$ cat config.mk
export PLATFORM = sky130hd
export DESIGN_NAME = sleep_wdog_top
export DESIGN_NICKNAME = d
export VERILOG_FILES = /design/src/rtl/sw_pkg.sv /design/src/rtl/sw_sleep_timer.sv /design/src/rtl/sw_roll_wdog.sv /design/src/rtl/sw_irq_ctrl.sv /design/src/rtl/sleep_wdog_top.sv
export SDC_FILE = /design/constraint.sdc
export NUM_CORES = 1
export LEC_CHECK = 0
export ABC_AREA = 1
export BUFFER_PORTS_ARGS = -buffer_cell sky130_fd_sc_hd__buf_2
export CAP_MARGIN = 20
export CORE_ASPECT_RATIO = 0.9
export CORE_UTILIZATION = 30
export CTS_BUF_LIST = sky130_fd_sc_hd__clkbuf_16
export DETAILED_ROUTE_END_ITERATION = 7
export PLACE_DENSITY = 0.57
export SYNTH_ARGS = -nofsm -noshare
export SYNTH_HDL_FRONTEND = slang
export SYNTH_SLANG_ARGS = --single-unit
$ cat constraint.sdc
create_clock -name clk -period 5.1 [get_ports clk]
set_input_delay 0.765 -clock clk [delete_from_list [all_inputs] [get_ports clk]]
set_output_delay 0.765 -clock clk [all_outputs]
set_load 0.01 [all_outputs]
$ cat src/rtl/sw_pkg.sv
package sw_pkg;
  localparam logic       REG_MASK       = 1'b0;
  localparam logic       REG_CLEAR      = 1'b1;
  localparam logic [7:0] BOTH_CLEAR_KEY = 8'h38;
  localparam int         SLEEP_EN_BIT   = 6;
endpackage

$ cat src/rtl/sw_sleep_timer.sv
module sw_sleep_timer #(
  parameter int BASE_LOG2 = 6,
  parameter int STEP_LOG2 = 3,
  parameter int SEL_W     = 2
) (
  input  logic             clk,
  input  logic             rst,
  input  logic             tick_en,
  input  logic [SEL_W-1:0] sel,
  input  logic             restart,
  input  logic             wd_fire,
  output logic             roll
);
  localparam int NSEL  = 1 << SEL_W;
  localparam int CNT_W = BASE_LOG2 + STEP_LOG2 * (NSEL - 1);

  logic [CNT_W-1:0] cnt;
  logic [CNT_W-1:0] lim [NSEL];

  // terminal count per select value: the all-ones value shortened by whole steps
  for (genvar g = 0; g < NSEL; g++) begin : g_lim
    assign lim[g] = {CNT_W{1'b1}} >> (STEP_LOG2 * (NSEL - 1 - g));
  end

  assign roll = tick_en && (cnt >= lim[sel]);

  always_ff @(posedge clk) begin
    if (rst || wd_fire || restart) cnt <= '0;
    else if (tick_en)              cnt <= roll ? '0 : cnt + 1'b1;
  end

  // no strobe, no restart, no fire -> timer holds
  a_r2_hold_without_tick: assert property (@(posedge clk) disable iff (rst)
    (!tick_en && !restart && !wd_fire) |=> cnt == $past(cnt));
  // key-value clear zeroes the timer
  a_r6_restart_zero: assert property (@(posedge clk) disable iff (rst)
    restart |=> cnt == '0);
  // watchdog fire zeroes the timer
  a_r10_fire_zero: assert property (@(posedge clk) disable iff (rst)
    wd_fire |=> cnt == '0);
endmodule

$ cat src/rtl/sw_roll_wdog.sv
module sw_roll_wdog #(
  parameter int FIRE_AT = 3
) (
  input  logic clk,
  input  logic rst,
  input  logic roll,
  input  logic clr,
  output logic fire,
  output logic wd_pulse
);
  localparam int CW = $clog2(FIRE_AT + 1);

  logic [CW-1:0] count;

  assign fire = roll && !clr && (count == CW'(FIRE_AT - 1));

  always_ff @(posedge clk) begin
    if (rst) begin
      count    <= '0;
      wd_pulse <= 1'b0;
    end else begin
      wd_pulse <= fire;
      if (clr || fire) count <= '0;
      else if (roll)   count <= count + 1'b1;
    end
  end

  // pulse is exactly one cycle wide
  a_r7_single_pulse: assert property (@(posedge clk) disable iff (rst)
    wd_pulse |=> !wd_pulse);
  // count never reaches the firing value while held
  a_r7_count_bound: assert property (@(posedge clk) disable iff (rst)
    count < CW'(FIRE_AT));
  // a clear wins over a coincident rollover
  a_r9_clear_wins: assert property (@(posedge clk) disable iff (rst)
    clr |=> (count == '0) && !wd_pulse);
  // the pulse coincides with a restarted count
  a_r10_count_restarted: assert property (@(posedge clk) disable iff (rst)
    wd_pulse |-> count == '0);
endmodule

$ cat src/rtl/sw_irq_ctrl.sv
module sw_irq_ctrl (
  input  logic clk,
  input  logic rst,
  input  logic wd_fire,
  input  logic mask_we,
  input  logic mask_bit,
  input  logic roll,
  input  logic ack,
  output logic pend
);
  logic sleep_en;
  logic set_req;

  assign set_req = roll && sleep_en;

  always_ff @(posedge clk) begin
    if (rst || wd_fire) sleep_en <= 1'b0;
    else if (mask_we)   sleep_en <= mask_bit;
  end

  always_ff @(posedge clk) begin
    if (rst)          pend <= 1'b0;
    else if (set_req) pend <= 1'b1;
    else if (ack)     pend <= 1'b0;
  end

  // enabled rollover sets the flag, even against an acknowledge
  a_r4_set_wins: assert property (@(posedge clk) disable iff (rst)
    (roll && sleep_en) |=> pend);
  // without acknowledge the flag holds
  a_r4_hold: assert property (@(posedge clk) disable iff (rst)
    (pend && !ack) |=> pend);
  // no enabled rollover, no new flag
  a_r3_masked_quiet: assert property (@(posedge clk) disable iff (rst)
    (!pend && !(roll && sleep_en)) |=> !pend);
  // watchdog fire drops the interrupt enable
  a_r10_mask_cleared: assert property (@(posedge clk) disable iff (rst)
    wd_fire |=> !sleep_en);
endmodule

$ cat src/rtl/sleep_wdog_top.sv
module sleep_wdog_top #(
  parameter int BASE_LOG2 = 6,
  parameter int STEP_LOG2 = 3,
  parameter int FIRE_AT   = 3
) (
  input  logic       clk,
  input  logic       rst,
  input  logic       tick_en,
  input  logic [1:0] interval_sel,
  input  logic       wr_en,
  input  logic       wr_addr,
  input  logic [7:0] wr_data,
  input  logic       irq_ack,
  output logic       irq_pend,
  output logic       wdt_rst
);
  import sw_pkg::*;

  logic roll, fire, clr_wr, restart, mask_we;

  assign clr_wr  = wr_en && (wr_addr == REG_CLEAR);
  assign restart = clr_wr && (wr_data == BOTH_CLEAR_KEY);
  assign mask_we = wr_en && (wr_addr == REG_MASK);

  sw_sleep_timer #(
    .BASE_LOG2(BASE_LOG2), .STEP_LOG2(STEP_LOG2), .SEL_W(2)
  ) u_timer (
    .clk(clk), .rst(rst), .tick_en(tick_en), .sel(interval_sel),
    .restart(restart), .wd_fire(fire), .roll(roll)
  );

  sw_roll_wdog #(.FIRE_AT(FIRE_AT)) u_wdog (
    .clk(clk), .rst(rst), .roll(roll), .clr(clr_wr),
    .fire(fire), .wd_pulse(wdt_rst)
  );

  sw_irq_ctrl u_irq (
    .clk(clk), .rst(rst), .wd_fire(fire), .mask_we(mask_we),
    .mask_bit(wr_data[SLEEP_EN_BIT]), .roll(roll), .ack(irq_ack),
    .pend(irq_pend)
  );

  // outputs are quiet in the cycle after reset
  a_r1_quiet_after_reset: assert property (@(posedge clk)
    rst |=> !irq_pend && !wdt_rst);
endmodule

==> metrics.md <==
| Metric | Value |
|---|---|
| Post-Syn Nets | `211` |
| Post-synthesis sequential area ratio | `roughly 30%` |
| Switching Fraction | `a little under a fifth` |
| Worst rel slew slack | `between 70 and 80%` |
| Unrepaired setup endpoints after global routing | `no` |
| RR Endpoint | `u_timer.cnt[0]` |
| Met3 Use GR | `2.30%` |
| Root Driver | `clkbuf_16` |
| Final Max Tran Viols | `0` |
| CP Depth | `12` |
| Met1 Use GR | `between 10% and 20%` |
| Drt total wl | `~2500 µm` |
| Setup-failing EPs final | `0` |
| Post-route minimum period | `2.20 ns` |
| Register area | `around 400 µm²` |
| Crit. End Element | `flop` |
| Rows | `22` |
| CP Launch Point | `interval_sel[1]` |
| Vias in the first global route | `1079` |
| CP cell instances | `buf_2 > nand2_1 > ha_1 > nand2_1 > nor2_1 > nand2_1 > nor2_2 > nand3_2 > nand2_4 > nand3_4 > nand3_4 > nor2_1` |
| Critical path type | `in2reg` |
| First-pass GRT wire length | `roughly 4400 µm` |
| DRC errors left | `0` |
| Hold Path Depth | `2` |
| Final period util | `a little over two fifths` |
| Die height | `roughly 66 µm` |
| Clock Skews | `0.00152 ns` |
| Buf/Inv on CP | `1` |
| Reg power frac | `39.8%` |
| Average cell area after synthesis | `roughly 7 µm²` |
| CP Data Required Time | `around 5.2 ns` |
| Nets | `230` |
| Ys Warns | `0` |
| Met2 GRT Util | `just over 20%` |
| Hold buffer count at cts | `0` |
| Core Box Area | `approximately 4200 µm²` |
| Top_reg_cell synth | `dfxtp_1` |
| Worst skew pair latency | `around 0.25 ns` |
| Slowest stage delay, CP | `between 0.3 and 0.4 ns` |
| Setup TNS | `0 ns` |
| Area of the mapped netlist | `between 1000 and 1500 µm²` |
| P_int | `approximately 0.32 mW` |
| Post-synthesis async set-or-reset flop share | `0%` |
| HP Start | `u_irq.pend` |
| Dominant cells by area after synthesis | `dfxtp_1 30%, nand2_1 12%, ha_1 7.4%` |
| Total track usage | `between 10% and 20%` |
| Setup Buffers After CTS | `0` |
| Worst hold path class | `reg2reg` |
| Worst-path clk slew | `approximately 0.06 ns` |
| Logic pwr share | `6.4%` |
| Flop2flop setup slack | `3.28 ns` |
| WL per Instance | `9.41 µm` |
| Worst r2r path cells | `10` |
| EDFF count, synth | `0` |
| Initial antenna violation count | `0` |
| I/O pin count | `18` |
| Worst Tran Pin Value | `0.318 ns` |
| Resized cells post-CTS | `0` |
| Pwr Density | `around 250 nW/µm²` |
| Total power | `~0.4 mW` |
| Cell variety after synth | `29` |
| Sinks on Clock Net | `20` |
| Total number of vias | `around 1200` |
| Cell area after layout | `approximately 1600 µm²` |
| PortBufs | `17` |
| Status | `complete, no violations` |
| Effective utilization at floorplan | `between 30 and 40%` |
| Clock Path Buffers | `2` |
| #FFs+latches synth | `20` |
| Placer Congestion | `0.806` |
| CTS Buf Count | `3` |
| Cells after Synth | `~190` |
| Remaining Overflow, GRT | `0` |
| Vias per cell | `about 4.4` |
| CTS tree | `yes` |
| Maximum VDD drop | `155 µV` |
| Clock network power share | `about 54%` |
| Post-route ant nets | `0` |
| DR pass1 iterations | `4` |
| Filler cell count | `460` |
| Leak | `about 0.71 nW` |
| Reg-to-reg critical path startpoint | `u_timer.cnt[12]` |
| Layout cell share with drive strength beyond 1 | `25.4%` |
| Max Cap Viol | `0` |
| Arrival @ worst endpoint | `2.34 ns` |
| Worst hold endpoint | `u_irq.pend` |
| PnR worst setup slack | `2.90 ns` |
| Synthesis-to-layout area growth | `16.8%` |
| Crit path max-delay family | `simple AND/OR/NAND/NOR gates` |
| # H-tree levels | `1` |
| Post-DP HPWL | `approximately 1900 µm` |
| F_max | `between 0.4 and 0.5 GHz` |
| Startpoint Class | `primary input` |
| Pin count of the biggest net entering global routing | `17` |
| Hold Fails Final Rpt | `0` |
| Area leader, netlist | `dfxtp_1` |
| GR peak layer | `met2` |
| Place WS | `2.62 ns` |
| Sw Pwr | `between 0.07 and 0.08 mW` |
| CP Max Fanout | `15` |
| Die area | `4760 µm²` |
| Share of the synthesized area in the top cell type | `between 20% and 30%` |
| Initial DRC Count | `35` |
| Placed Instance Area | `1470 µm²` |
| Crit-path slowest cell | `ha_1` |
| DIE WIDTH | `around 73 µm` |
| Cell mode on critical path | `nand2_1` |
| Multi-input gate area | `810 µm²` |
| Ant diodes | `0` |
## cell type report
type	count	area share, %
sequential	20	25.5
timing repair buffer	17	5.41
multi-input combinational	139	51.5
tap	60	4.78
clock buffer	3	4.78
clock inverter	1	1.91
inverter	25	6.13
## worst max path at each step
stage / slack [ns] / end
final: 2.90 / u_timer.cnt[0]
after global routing: 2.74 / u_timer.cnt[0]
after CTS: 2.88 / u_timer.cnt[0]
after detailed placement: 2.62 / u_timer.cnt[0]
after global placement: 2.67 / u_timer.cnt[0]
after floorplan: 2.90 / u_timer.cnt[14]
## worst register-to-register path, stage by stage, from the launching register on
cell	delay, ns
dfxtp_1	0.35
ha_1	0.31
nand2_1	0.06
nor2_1	0.15
nand2_1	0.09
nor2_2	0.12
nand3_2	0.10
nand2_4	0.12
nand3_4	0.10
nand3_4	0.22
nor2_1	0.08
## sequential cells by signal (all words and copies together), names as in the netlist
signal / cells
u_timer.cnt: 15
u_wdog.count: 2
u_irq.pend: 1
u_irq.sleep_en: 1
u_wdog.wd_pulse: 1
## logic make-up after synthesis
group / after synthesis / share of synthesized area [%]
AND/OR/NAND/NOR: 111 / 43.7
buffers and inverters: 28 / 10.0
AO/OA/AOI/OAI: 17 / 7.07
flip-flops: 20 / 29.8
adder cells (fa/ha/maj): 8 / 7.44
XOR/XNOR: 3 / 1.95
## per-layer routing
metal / part of all wire, % / wire length (µm) / vias to the layer above
li1: - / - / 635
met1: 52 / 1300 / 501
met2: 43 / 1080 / 15
met3: 3.1 / 78 / 2
met4: 1.2 / 31 / 0
met5: 0 / 0 / -
## power by group through the flow
stage / sequential (mW) / clock [mW] / combinational [mW]
final: 0.159 / 0.215 / 0.0258
after global placement: 0.163 / 0 / 0.0257
after floorplan: 0.162 / 0 / 0.0191
after global routing: 0.159 / 0.228 / 0.0294
after detailed placement: 0.163 / 0 / 0.0258
after CTS: 0.159 / 0.221 / 0.0260
## synthesized netlist by cell type (2+ instances only)
library cell	number
nand2_1	42
inv_1	23
dfxtp_1	20
nand3_1	18
nor2_1	17
nor2_2	13
a21oi_1	9
ha_1	8
o21ai_0	5
nand2_2	4
nor2_4	3
xor2_1	3
nand2_4	2
nand3_2	2
nand3_4	2
nand3b_1	2
nand4_1	2
## layout by cell type, fill, tap and decap left out, drive strengths merged, types with 2 or more instances in the layout
cell,instances
xor2,3
inv,25
dfxtp,20
a21oi,10
nand3,22
nor2,33
o21ai,5
nand3b,2
nand2,48
nand4,3
buf,17
ha,8
clkbuf,3
## metrics by stage
step | hold slack, ns | cells | utilization, %
after floorplan | 0.445 | 187 | -
final | 0.462 | 265 | 37.6
after global placement | 0.457 | 261 | 35.0
after global routing | 0.493 | 265 | 37.6
after detailed placement | 0.453 | 261 | 35.0
after CTS | 0.468 | 265 | 37.6
Power figures use the tool's default switching activity.
